### config.mk
export PLATFORM = sky130hd
export DESIGN_NAME = timing_wheel_reseq
export DESIGN_NICKNAME = d
export VERILOG_FILES = /design/src/rtl/rsq_pkg.sv /design/src/rtl/rsq_age_class.sv /design/src/rtl/rsq_desc_mem.sv /design/src/rtl/timing_wheel_reseq.sv
export SDC_FILE = /design/constraint.sdc
export NUM_CORES = 1
export LEC_CHECK = 0
export BUFFER_PORTS_ARGS = -buffer_cell sky130_fd_sc_hd__buf_2
export CAP_MARGIN = 20
export CORE_UTILIZATION = 60
export DETAILED_ROUTE_END_ITERATION = 8
export GPL_TIMING_DRIVEN = 1
export PLACE_DENSITY_LB_ADDON = 0.25
export SETUP_SLACK_MARGIN = 0.4
export SYNTH_ARGS = -nofsm -noshare
export SYNTH_HDL_FRONTEND = slang
export SYNTH_SLANG_ARGS = --single-unit
### constraint.sdc
create_clock -name clk -period 4.1 [get_ports clk]
set_clock_uncertainty 0.05 [all_clocks]
set_input_delay 0.205 -clock clk [delete_from_list [all_inputs] [get_ports clk]]
set_output_delay 0.205 -clock clk [all_outputs]
set_load 0.02 [all_outputs]
### src/rtl/rsq_pkg.sv
package rsq_pkg;
  // Arrival classification by age relative to the wheel size
  typedef enum logic [1:0] {
    AGE_ONTIME = 2'd0,  // age < SLOTS: goes to its own slot
    AGE_LATE   = 2'd1,  // SLOTS <= age < 2*SLOTS: loose mode delays it
    AGE_LOST   = 2'd2   // anything else: always discarded
  } age_cls_t;
endpackage

### src/rtl/rsq_age_class.sv
module rsq_age_class #(
  parameter int TS_W  = 6,
  parameter int SLOTS = 8,
  parameter int SLOT_W = $clog2(SLOTS)
) (
  input  logic [TS_W-1:0]   now,
  input  logic [TS_W-1:0]   ts,
  output rsq_pkg::age_cls_t cls,
  output logic [SLOT_W-1:0] slot
);
  localparam logic [TS_W-1:0] ONE_TURN = TS_W'(SLOTS);
  localparam logic [TS_W-1:0] TWO_TURN = TS_W'(2 * SLOTS);

  logic [TS_W-1:0] age;

  always_comb begin
    age = now - ts;
    if (age < ONE_TURN)      cls = rsq_pkg::AGE_ONTIME;
    else if (age < TWO_TURN) cls = rsq_pkg::AGE_LATE;
    else                     cls = rsq_pkg::AGE_LOST;
  end

  // A late cell lands one turn later, which is the same slot index
  assign slot = ts[SLOT_W-1:0];
endmodule

### src/rtl/rsq_desc_mem.sv
module rsq_desc_mem #(
  parameter int ID_W  = 8,
  parameter int DEPTH = 16,
  parameter int PTR_W = $clog2(DEPTH)
) (
  input  logic             clk,
  input  logic             id_we,
  input  logic [PTR_W-1:0] id_wa,
  input  logic [ID_W-1:0]  id_wd,
  input  logic             nx_we,
  input  logic [PTR_W-1:0] nx_wa,
  input  logic [PTR_W-1:0] nx_wd,
  input  logic [PTR_W-1:0] ra,
  output logic [ID_W-1:0]  rd_id,
  output logic [PTR_W-1:0] rd_nx
);
  // One write port and one asynchronous read port per array (distributed RAM)
  logic [ID_W-1:0]  id_mem [DEPTH];
  logic [PTR_W-1:0] nx_mem [DEPTH];

  always_ff @(posedge clk) begin
    if (id_we) id_mem[id_wa] <= id_wd;
  end

  always_ff @(posedge clk) begin
    if (nx_we) nx_mem[nx_wa] <= nx_wd;
  end

  assign rd_id = id_mem[ra];
  assign rd_nx = nx_mem[ra];
endmodule

### src/rtl/timing_wheel_reseq.sv
module timing_wheel_reseq #(
  parameter int ID_W  = 8,
  parameter int TS_W  = 6,   // must exceed log2(SLOTS)+1 so late and future differ
  parameter int SLOTS = 8,   // power of two
  parameter int DEPTH = 16
) (
  input  logic            clk,
  input  logic            rst,
  input  logic            tick_i,
  input  logic            loose_i,
  input  logic            in_valid,
  output logic            in_ready,
  input  logic [ID_W-1:0] in_id,
  input  logic [TS_W-1:0] in_ts,
  output logic            out_valid,
  input  logic            out_ready,
  output logic [ID_W-1:0] out_id,
  output logic            drop_o,
  output logic            overflow_o
);
  import rsq_pkg::*;

  localparam int SLOT_W = $clog2(SLOTS);
  localparam int PTR_W  = $clog2(DEPTH);
  localparam int CNT_W  = $clog2(DEPTH + 1);

  // Time and wheel state
  logic [TS_W-1:0]  now_q, now_nxt;
  logic [PTR_W-1:0] slot_hd [SLOTS];
  logic [PTR_W-1:0] slot_tl [SLOTS];
  logic [SLOTS-1:0] slot_ne;

  // Ready list, recycled pool, never-used counter
  logic [PTR_W-1:0] rdy_hd, rdy_tl, rec_hd;
  logic             rdy_ne;
  logic [CNT_W-1:0] rec_cnt, fresh_q;

  // Output registers
  logic             out_valid_q, drop_q, ovf_q;
  logic [ID_W-1:0]  out_id_q;

  // Control
  age_cls_t         cls;
  logic [SLOT_W-1:0] ins_slot, rel_slot;
  logic             pop_go, rel_go, ins_go, acc, place, room, have_rec;
  logic [PTR_W-1:0] alloc_ptr, rd_addr, rd_nx;
  logic [ID_W-1:0]  rd_id;
  logic             nx_we;
  logic [PTR_W-1:0] nx_wa, nx_wd;

  rsq_age_class #(.TS_W(TS_W), .SLOTS(SLOTS), .SLOT_W(SLOT_W)) u_cls (
    .now(now_q), .ts(in_ts), .cls(cls), .slot(ins_slot)
  );

  assign now_nxt  = now_q + TS_W'(1);
  assign rel_slot = now_nxt[SLOT_W-1:0];
  assign rel_go   = tick_i && slot_ne[rel_slot];

  // A tick owns the cycle, then a pop, then an insert
  assign pop_go   = !tick_i && rdy_ne && (!out_valid_q || out_ready);
  assign in_ready = !tick_i && !pop_go;
  assign acc      = in_valid && in_ready;

  assign have_rec  = (rec_cnt != '0);
  assign room      = have_rec || (fresh_q != CNT_W'(DEPTH));
  assign alloc_ptr = have_rec ? rec_hd : fresh_q[PTR_W-1:0];
  assign place     = (cls == AGE_ONTIME) || ((cls == AGE_LATE) && loose_i);
  assign ins_go    = acc && place && room;

  assign rd_addr = pop_go ? rdy_hd : rec_hd;

  // Single link-write port shared by splice, recycle and append
  always_comb begin
    nx_we = 1'b0;
    nx_wa = rdy_tl;
    nx_wd = slot_hd[rel_slot];
    if (rel_go && rdy_ne) begin
      nx_we = 1'b1;
    end else if (pop_go) begin
      nx_we = 1'b1;
      nx_wa = rdy_hd;
      nx_wd = rec_hd;
    end else if (ins_go && slot_ne[ins_slot]) begin
      nx_we = 1'b1;
      nx_wa = slot_tl[ins_slot];
      nx_wd = alloc_ptr;
    end
  end

  rsq_desc_mem #(.ID_W(ID_W), .DEPTH(DEPTH), .PTR_W(PTR_W)) u_mem (
    .clk(clk),
    .id_we(ins_go), .id_wa(alloc_ptr), .id_wd(in_id),
    .nx_we(nx_we), .nx_wa(nx_wa), .nx_wd(nx_wd),
    .ra(rd_addr), .rd_id(rd_id), .rd_nx(rd_nx)
  );

  always_ff @(posedge clk) begin
    if (rst) begin
      now_q       <= '0;
      slot_ne     <= '0;
      rdy_ne      <= 1'b0;
      rec_cnt     <= '0;
      fresh_q     <= '0;
      out_valid_q <= 1'b0;
      drop_q      <= 1'b0;
      ovf_q       <= 1'b0;
    end else begin
      drop_q <= acc && !(place && room);
      ovf_q  <= acc && place && !room;

      if (tick_i) begin
        now_q <= now_nxt;
        if (rel_go) begin
          slot_ne[rel_slot] <= 1'b0;
          rdy_tl            <= slot_tl[rel_slot];
          if (!rdy_ne) rdy_hd <= slot_hd[rel_slot];
          rdy_ne <= 1'b1;
        end
      end

      if (pop_go) begin
        out_valid_q <= 1'b1;
        out_id_q    <= rd_id;
        rdy_hd      <= rd_nx;
        if (rdy_hd == rdy_tl) rdy_ne <= 1'b0;
        rec_hd  <= rdy_hd;
        rec_cnt <= rec_cnt + CNT_W'(1);
      end else if (out_ready) begin
        out_valid_q <= 1'b0;
      end

      if (ins_go) begin
        if (have_rec) begin
          rec_hd  <= rd_nx;
          rec_cnt <= rec_cnt - CNT_W'(1);
        end else begin
          fresh_q <= fresh_q + CNT_W'(1);
        end
        slot_tl[ins_slot] <= alloc_ptr;
        if (!slot_ne[ins_slot]) slot_hd[ins_slot] <= alloc_ptr;
        slot_ne[ins_slot] <= 1'b1;
      end
    end
  end

  assign out_valid  = out_valid_q;
  assign out_id     = out_id_q;
  assign drop_o     = drop_q;
  assign overflow_o = ovf_q;
endmodule

==> Word-level counts from Yosys, hierarchy flattened <==
Memories as Yosys holds them, arrays and structs flattened. A register that Yosys moved wholly into a read port is not among the register bits.
Index checks and enable logic that the tools add are counted.
{ "totals": {"elab_cells": 116, "romBits": 0, "ramBits": 256, "ff_bits": 36, "in_bits": 20, "latch_bits": 0, "n_memories": 4} }
{ "memory_table": {"columns": ["name", "words", "width", "rd", "rd_ports_with_merged_regs", "write_ports", "line", "source"], "rows": [
  ["u_mem.id_mem", 16, 8, 1, 1, 1, "rsq_desc_mem.sv:18", "logic [ID_W-1:0] id_mem [DEPTH];"],
  ["u_mem.nx_mem", 16, 4, 1, 0, 1, "rsq_desc_mem.sv:19", "logic [PTR_W-1:0] nx_mem [DEPTH];"],
  ["slot_hd", 8, 4, 1, 0, 1, "timing_wheel_reseq.sv:29", "logic [PTR_W-1:0] slot_hd [SLOTS];"],
  ["slot_tl", 8, 4, 2, 1, 1, "timing_wheel_reseq.sv:30", "logic [PTR_W-1:0] slot_tl [SLOTS];"]
]} }
{ "classes": {"magnitude_cmp": 6, "div": 0, "mul": 0, "bitwise_logic": 5, "n_eq_ne": 4, "muxes": 50, "shift": 0, "addsub": 5, "reduce_logical": 32} }
{ "op_table": {"columns": ["operator", "n"], "rows": [
  ["$mux W4", 14],
  ["$mux W8", 4],
  ["$mux W1", 23],
  ["$logic_and A1 B1 Y1", 15],
  ["$mux W5", 3],
  ["$add A5 B1 Y5 const B", 2],
  ["$and A8 B8 Y8", 1],
  ["$lt A3 B4 Y1 const B", 2],
  ["$not A8 Y8", 1],
  ["$or A8 B8 Y8", 1],
  ["$add A6 B1 Y6 const B", 1],
  ["$bmux W1 S3", 2],
  ["$demux W1 S3", 2],
  ["$ge A3 B1 Y1 const B", 2],
  ["$lt A6 B4 Y1 const B", 1],
  ["$lt A6 B5 Y1 const B", 1],
  ["$reduce_bool A2 Y1", 3],
  ["$sub A6 B6 Y6", 1],
  ["$logic_not A1 Y1", 5],
  ["$ne A5 B5 Y1 const B", 1],
  ["$reduce_bool A5 Y1", 1],
  ["$sub A5 B1 Y5 const B", 1],
  ["$eq A4 B4 Y1", 1],
  ["$mux W2", 2],
  ["8 further kinds", 12]
]} }

==> Longest topological paths before layout <==
Gate-level depths: netlist of run 1.
{ "depth": {"ltp_word": 15, "depth_mapped": 13} }

==> Cells and area by module <==
From an unflattened synthesis of run 1, not the netlist that was laid out.
{ "unflattened": {"cells_unflattened": 770, "hier_area_um2": 12929.9} }
{ "modules_own_cells": {"columns": ["mod", "cells_each", "area_per_inst_um2", "n_inst"], "rows": [
  ["rsq_desc_mem", 340, 7469.7, 1],
  ["timing_wheel_reseq", 405, 5271.3, 1],
  ["rsq_age_class", 25, 188.9, 1]
]} }

==> Least setup slack after synthesis of run 1 <==
Ideal clock, no wire load.
{ "synth_path": {"path_kind": "input to register", "from": "in in_ts[1]", "to": "mem u_mem.nx_mem[10][0] (netlist bit), enable pin", "setup_time_ps": 377, "stages": 12, "required_time_ps": 3673, "arrival_ps": 3133, "path_buffers": 3, "setup_slack_ps": 540, "cell_sequence": "buf_6 > clkbuf_1 > inv_1 > ha_1 > a21oi_1 > o21ai_2 > a221oi_4 > nand4_4 > or2_1 > buf_6 > a311o_4 > nor4_1"} }
{ "synth_via": {"elab_chain_cells": 15, "elab_cells_between_ends": 23} }
{ "synth_lines": {"columns": ["item", "line", "source"], "rows": [
  ["start, declared", "timing_wheel_reseq.sv:14", "input logic [TS_W-1:0] in_ts,"],
  ["$sub A6 B6 Y6", "rsq_age_class.sv:17", "age = now - ts;"],
  ["$lt A6 B5 Y1", "rsq_age_class.sv:19", "else if (age < TWO_TURN) cls = rsq_pkg::AGE_LATE;"],
  ["$mux W2", "rsq_age_class.sv:19", null],
  ["$mux W2", "rsq_age_class.sv:18", "if (age < ONE_TURN) cls = rsq_pkg::AGE_ONTIME;"],
  ["$eq A2 B1 Y1", "timing_wheel_reseq.sv:67", "assign place = (cls == AGE_ONTIME) || ((cls == AGE_LATE) && loose_i);"],
  ["$logic_and A1 B1 Y1", "timing_wheel_reseq.sv:67", null],
  ["$logic_or A1 B1 Y1", "timing_wheel_reseq.sv:67", null],
  ["$logic_and A1 B1 Y1 (2 in series)", "timing_wheel_reseq.sv:68", "assign ins_go = acc && place && room;"],
  ["$logic_and A1 B1 Y1", "timing_wheel_reseq.sv:83", "end else if (ins_go && slot_ne[ins_slot]) begin"],
  ["$mux W1", "timing_wheel_reseq.sv:83", null],
  ["$mux W1", "timing_wheel_reseq.sv:79", "end else if (pop_go) begin"],
  ["$mux W1", "timing_wheel_reseq.sv:77", "if (rel_go && rdy_ne) begin"],
  ["$mux W1", "rsq_desc_mem.sv:26", "if (nx_we) nx_mem[nx_wa] <= nx_wd;"],
  ["$mux W1 (not written as such)", "rsq_desc_mem.sv:26", null],
  ["end, declared", "rsq_desc_mem.sv:19", null]
]} }
Several ways; a longest one is shown, not always the timed one. The select of a mux whose other input is x is not followed.

==> Worst setup path after layout of run 1 <==
{ "layout_path": {"from": "reg now_q[2]", "to": "mem u_mem.nx_mem[6][1] (netlist bit), enable pin"} }
{ "layout_via": {"elab_chain_cells": 15, "elab_cells_between_ends": 25} }
{ "layout_lines": {"columns": ["item", "line", "source"], "rows": [
  ["start, declared", "timing_wheel_reseq.sv:28", "logic [TS_W-1:0] now_q, now_nxt;"],
  ["start signal, assigned", "timing_wheel_reseq.sv:112", "now_q <= now_nxt;"],
  ["$sub A6 B6 Y6", "rsq_age_class.sv:17", null],
  ["$lt A6 B5 Y1", "rsq_age_class.sv:19", null],
  ["$mux W2", "rsq_age_class.sv:19", null],
  ["$mux W2", "rsq_age_class.sv:18", null],
  ["$eq A2 B1 Y1", "timing_wheel_reseq.sv:67", null],
  ["$logic_and A1 B1 Y1", "timing_wheel_reseq.sv:67", null],
  ["$logic_or A1 B1 Y1", "timing_wheel_reseq.sv:67", null],
  ["$logic_and A1 B1 Y1 (2 in series)", "timing_wheel_reseq.sv:68", null],
  ["$logic_and A1 B1 Y1", "timing_wheel_reseq.sv:83", null],
  ["$mux W1", "timing_wheel_reseq.sv:83", null],
  ["$mux W1", "timing_wheel_reseq.sv:79", null],
  ["$mux W1", "timing_wheel_reseq.sv:77", null],
  ["$mux W1", "rsq_desc_mem.sv:26", null],
  ["$mux W1 (not written as such)", "rsq_desc_mem.sv:26", null]
]} }
Several ways; a longest one is shown, not always the timed one. The select of a mux whose other input is x is not followed.

==> summary.md, run 1 <==
| Metric | Value |
|---|---|
| Post-CTS setup buffers | 0 |
| GR peak layer | met2 |
| Worst Path Arrival | 3670 ps |
| Mean area per synthesized cell | 14.3 sq um |
| M2 GR Usage | 45.4% |
| CTS Buf Count | 30 |
| Worst vdd ir | 589 uV |
| First-pass GRT wire length | 46.5 mm |
| Initial antenna violation count | 0 |
| H-tree levels | 1 |
| Initial drt markers | 873 |
| Worst-Skew Late Latency | 580 ps |
| Detail Route Antenna Nets | 0 |
| Crit path kind | reg2reg |
| Pwr dens | 434 nW/um^2 |
| Core area | 21900 sq um |
| Critical path's slowest cell | nor3_1 |
| Leakage power | 5.07 nW |
| CP max stage delay | 540 ps |
| Asr flop ratio synth | 0% |
| Post-synth top area share | 61.7% |
| GR Util All Layers | 27.3% |
| Synth-to-Final Area Change | 12.7% |
| Via-per-instance ratio | 6.38 |
| R2r worst-path depth | 9 |
| CP startpoint kind | flop |
| Critical path, cell by cell | ha_1 > a21oi_1 > o21ai_2 > a221oi_4 > nand4_4 > or2_1 > buf_4 > a311o_4 > nor3_1 |
| Worst hold stages | 3 |
| Relative slew margins | 26.6% |
| Routed len/inst | 22.8 um |
| Yosys top cell by area | edfxtp_1 |
| Slew @ Worst Pin | 1100 ps |
| Largest family of logic cells by synthesized area | simple AND/OR/NAND/NOR gates |
| Hold Crit Class | in2reg |
| Synth warnings | 0 |
| Post-synth top flop | edfxtp_1 |
| Vias in the first global route | 8344 |
| Fmax | 0.282 GHz |
| IO Count | 32 |
| Setup TNS | 0 ps |
| Clock Tree Buf Depth | 3 |
| Starting Density | 61.3% |
| Total die area | 23000 sq um |
| Final Hold Fails | 0 |
| Compound-Gate Fraction of Synth Area | 7.49% |
| Largest net degree at the start of global routing | 49 |
| Post-Syn Instances | 942 |
| Max cap viols | 0 |
| M3 GR Usage | 3.71% |
| Post-Synth Adder-Cell Area | 0.839% |
| Fillers | 1474 |
| Met1 Track Usage GR | 38.3% |
| Critical Path RT | 4230 ps |
| Drt drc | 0 |
| Detailed Route WL | 30.0 mm |
| Tcrit/Tclk final | 86.5% |
| Post-DP HPWL | 19.5 mm |
| CTS tree | built |
| Crit Path Max Fanout | 8 |
| Die span in x | 152 um |
| Ant diodes | 0 |
| #FFs+latches synth | 304 |
| Crit. End Element | flop |
| CTS root buffer | clkbuf_16 |
| Share of post-route cells with drive strength above 1 | 19.9% |
| Nets | 1039 |
| Die height | 152 um |
| TritonRoute pass-1 iters | 5 |
| Synth top area cells | edfxtp_1 62%, mux4_2 7.0%, dfxtp_1 4.2%, nand2_1 3.3%, mux2i_1 2.5% |
| Yosys cell types | 82 |
| Port buffer count | 31 |
| Post-route minimum period | 3550 ps |
| Remaining Overflow, GRT | 0 |
| WHS | 38.1 ps |
| GP Congestion | 0.894 |
| Final Power | 6.56 mW |
| Post-Synth Simple-Gate Area | 11.9% |
| Post-Synth XOR/XNOR Area | 1.16% |
| Status | complete, no violations |
| # clock sinks | 304 |
| Max-slew violations | 0 |
| Vias | 8367 |
| Post-synth EDFFs | 276 |
| Final Setup Violations | 0 |
| RSZ-0062 raised after global routing | true |
| Rows | 54 |
| Netlist Area Pre-Place | 13400 sq um |
| Post-Syn Nets | 971 |
| Mux cell area share after synthesis | 10.1% |
| Seq/Total Area, Yosys | 65.9% |
| Clock transition at the registers of the reported paths | 60 ps |
==> layer usage <==
layer  part of all wire (%)  wire, um
met4                    2.0       610
met1                     42     12700
met3                    6.8      2050
met5                      0         0
met2                     49     14700
==> cells in the mapped netlist (13+ instances only) <==
library cell  count
edfxtp_1        276
nand2_1         119
nor2_1           46
nand3_1          45
mux4_2           42
clkbuf_1         36
mux2i_1          33
dfxtp_1          28
nor3_1           28
a21oi_1          20
o21ai_0          20
and2_1           18
inv_1            17
a31oi_1          13
==> per-stage QoR <==
step                      area, sq um  util, %  cells  setup WS, ps
after global routing            15100     69.1   1312           365
after global placement          14100     64.3   1249           542
after CTS                       15100     69.0   1312           441
after floorplan                 13400        -    942           540
final                           15100     69.1   1312           554
after detailed placement        14100     64.3   1249           421
==> final cells by class <==
| cell class | count | area (sq um) | share of cell area (%) |
|---|---|---|---|
| Clock inverter | 17 | 156 | 1.03 |
| Clock buffer | 37 | 777 | 5.13 |
| Inverter | 19 | 71.3 | 0.471 |
| Tap cell | 280 | 350 | 2.31 |
| Multi-Input combinational cell | 562 | 4280 | 28.2 |
| Timing Repair Buffer | 93 | 656 | 4.33 |
| Sequential cell | 304 | 8850 | 58.5 |
==> logic make-up (layout without fill, tap and decap cells) <==
kind of cell | count (synthesis) | count (layout)
and+or+nand+nor | 318 | 318
DFF | 304 | 304
AOI/OAI and AO/OA | 137 | 137
xor gates and xnor gates | 17 | 17
adders and majority gates | 9 | 9
muxes | 81 | 81
buffers and inverters | 76 | 166
==> placed cells by master, fill, tap and decap left out, types with 6 or more instances in the layout <==
cell type	n
nor2_1	46
dfxtp_1	28
dlygate4sd3_1	9
mux4_2	42
o22ai_1	6
o21ai_1	9
xnor2_1	8
edfxtp_1	276
a211oi_1	8
inv_1	17
clkinv_1	8
ha_1	9
buf_4	52
clkbuf_16	30
clkbuf_1	7
a21oi_1	20
o21ai_0	20
nor4_1	8
nand2b_1	8
nand3_1	45
a221oi_1	6
buf_2	31
mux2i_1	32
nor3_1	28
and2_1	18
nand2_1	119
o211ai_1	8
a32oi_1	9
a31oi_1	13
xor2_1	8
==> critical path: cells and delay by family (launching register included) <==
family / cells / cell delay [ps]
and+or+nand+nor: 3 / 980
buffers and inverters: 1 / 200
adders and majority gates: 1 / 320
AOI/OAI and AO/OA: 4 / 1120
DFF: 1 / 500
==> worst paths after layout <==
check              from                 end  slack, ps
max            now_q[2]  u_mem.nx_mem[6][1]        550
min              tick_i            now_q[1]         40
max reg2reg    now_q[2]  u_mem.nx_mem[6][1]        550
min reg2reg  fresh_q[4]          fresh_q[4]        440
==> registers in the layout (all words and copies together), names as in the netlist, 5 cells and up <==
register	count
u_mem.id_mem	128
u_mem.nx_mem	64
slot_hd	32
slot_tl	32
out_id	8
slot_ne	8
now_q	6
fresh_q	5
rec_cnt	5
==> power by group <==
part	total, mW	switching [mW]	internal (mW)
sequential	3.43	0.0103	3.42
clock	2.61	1.14	1.47
combinational	0.515	0.335	0.180
==> timing repair <==
| action | CTS | global route |
|---|---|---|
| hold endpoints to repair | 129 | 0 |
| cloned | 0 | 0 |
| resized for setup | 2 | 3 |
| hold buffers | 9 | 0 |
| setup endpoints to repair | 8 | 13 |
Power figures use the tool's default switching activity.
==> inputs of run 2 (changes only) <==
CORE_ASPECT_RATIO = 0.9   (was unset)
REMOVE_ABC_BUFFERS = 1   (was unset)
==> summary.md, run 2 (synthesis results as in run 1) <==
| Metric | Value |
|---|---|
| GP Congestion | 0.889 |
| Crit. End Element | flop |
| CTS tree | built |
| Most common cell after layout, fill and taps aside | edfxtp_1 |
| CTS root buffer | clkbuf_16 |
| RSZ-0062 raised after global routing | true |
| Die height | 144 um |
| Routed len/inst | 22.5 um |
| CP delay by family, top | simple AND/OR/NAND/NOR gates |
| H-tree levels | 1 |
| Hold Crit Class | in2reg |
| Nets | 1044 |
| GR Util All Layers | 26.9% |
| Tcrit/Tclk final | 87.4% |
| Max-slew violations | 0 |
| IO Count | 32 |
| Biggest regs | u_mem.id_mem x128, u_mem.nx_mem x64 |
| Max cap viols | 0 |
| RR Endpoint | u_mem.nx_mem[11][1] |
| Clock Tree Buf Depth | 3 |
| WL met3 | 2.87 mm |
| TritonRoute pass-1 iters | 5 |
| Critical Path RT | 4230 ps |
| Final Setup Violations | 0 |
| Number of flip-flops in the largest register | 128 |
| Worst slack, placed | 345 ps |
| Met2 WL | 13.6 mm |
| Total die area | 23000 sq um |
| Initial drt markers | 916 |
| Highest-count cells in the layout ignoring fill and taps | 276 x edfxtp_1, 119 x nand2_1, 58 x buf_4, 46 x nor2_1, 45 x nand3_1 |
| Reg with most FFs | u_mem.id_mem |
| Hold EP | now_q[1] |
| Core area | 21800 sq um |
| First-pass GRT wire length | 46.6 mm |
| Remaining Overflow, GRT | 0 |
| Final Util | 69.9% |
| R2r worst-path depth | 8 |
| Vias | 8412 |
| Min setup slack post-route | 518 ps |
| Worst Path Arrival | 3710 ps |
| Largest net degree at the start of global routing | 28 |
| Fmax | 0.279 GHz |
| Clock transition at the registers of the reported paths | 60 ps |
| Crit Path Max Fanout | 8 |
| Post-DP HPWL | 19.8 mm |
| Reg2Reg Setup Slack | 520 ps |
| Worst Path Buf+Inv | 0 |
| Slew @ Worst Pin | 1080 ps |
| Port buffer count | 31 |
| Wl on met1 | 12.4 mm |
| Detailed Route WL | 30.0 mm |
| Min-delay src | tick_i |
| DR top layer | met4 |
| Synth-to-Final Area Change | 13.3% |
| Pwr dens | 434 nW/um^2 |
| # clock sinks | 304 |
| CP max stage delay | 750 ps |
| Vias in the first global route | 8163 |
| Crit path kind | reg2reg |
| Status | complete, no violations |
| Die span in x | 160 um |
| Worst hold stages | 3 |
| Starting Density | 61.7% |
| Post-route minimum period | 3580 ps |
| Critical path, cell by cell | ha_1 > a21oi_1 > o21ai_2 > a221oi_4 > nand4_4 > or2_1 > a31o_2 > nor4_1 |
| Share of post-route cells with drive strength above 1 | 20.5% |
| Leakage power | 5.11 nW |
| Via-per-instance ratio | 6.32 |
| Relative slew margins | 27.7% |
| Rows | 51 |
| Worst reg2reg startpoint | now_q[2] |
| Detail Route Antenna Nets | 0 |
| CP startpoint kind | flop |
| Final Hold Fails | 0 |
| Drt drc | 0 |
| CTS Buf Count | 30 |
| Critical path's slowest cell | nor4_1 |
| Initial antenna violation count | 0 |
| Worst-Skew Late Latency | 570 ps |
| Worst vdd ir | 406 uV |
==> run 2: cell types whose count changed in the layout (fill, tap and decap cells not counted) <==
cell / delta
a311oi_2: -1
buf_12: -1
clkinv_16: -1
clkinv_8: +1
a21oi_2: +1
clkinv_2: +1
clkinv_4: +1
a311oi_4: +1
clkinvlp_4: -1
buf_4: +6
a21oi_1: -1
bufinv_16: +1
diode_2: +1
==> run 2: metal layers <==
metal	up-vias	GRT usage, %
met4	0	9.67
met3	74	5.19
met1	4131	38.0
met2	404	42.2
met5	-	0
li1	3803	-
==> run 2: worst max path at each step <==
stage,from,slack [ps],endpoint,cells after the start
floorplan,now_q[0],-330,u_mem.nx_mem[1][0],8
global placement,now_q[2],480,u_mem.nx_mem[5][0],8
detailed placement,now_q[2],350,u_mem.nx_mem[0][1],8
CTS,now_q[2],430,u_mem.nx_mem[14][3],8
global route,now_q[2],250,u_mem.nx_mem[11][0],8
finish,now_q[2],520,u_mem.nx_mem[11][1],8
==> run 2: worst reg2reg max path: cells and delay by family, from the launching register on <==
kind            cells  cell delay (ps)
flops               1              480
simple gates        3             1310
fa+ha+maj           1              320
compound gates      4             1030
==> run 2: power breakdown <==
part           switching [mW]  internal [mW]  total (mW)
sequential            0.00955           3.42        3.43
clock                    1.13           1.53        2.67
combinational           0.331          0.180       0.510
==> run 2: per-stage QoR <==
step | TNS [ps] | power, mW | area (sq um) | hold WS [ps] | instances
finish | 0 | 6.61 | 15200 | 11.0 | 1331
floorplan | -12720 | 3.79 | 13100 | 224 | 885
detailed placement | 0 | 3.99 | 14100 | 432 | 1262
CTS | 0 | 6.63 | 15200 | 0.433 | 1327
global route | 0 | 6.81 | 15200 | 21.1 | 1330
global placement | 0 | 3.99 | 14100 | 416 | 1262
==> run 2: final cells by class <==
type	count	area, sq um
sequential	304	8850
fill	1454	6550
clock inverter	19	179
inverter	19	71.3
tap	291	364
multi-input combinational	562	4290
timing repair buffer	98	681
clock buffer	37	777
antenna	1	2.50
==> run 2: timing repair <==
| item | CTS | global route |
|---|---|---|
| buffers inserted | 0 | 3 |
| setup endpoints to repair | 12 | 36 |
| hold endpoints to repair | 126 | 0 |
| hold buffers | 9 | 0 |
| cloned | 0 | 0 |
| resized for setup | 1 | 5 |
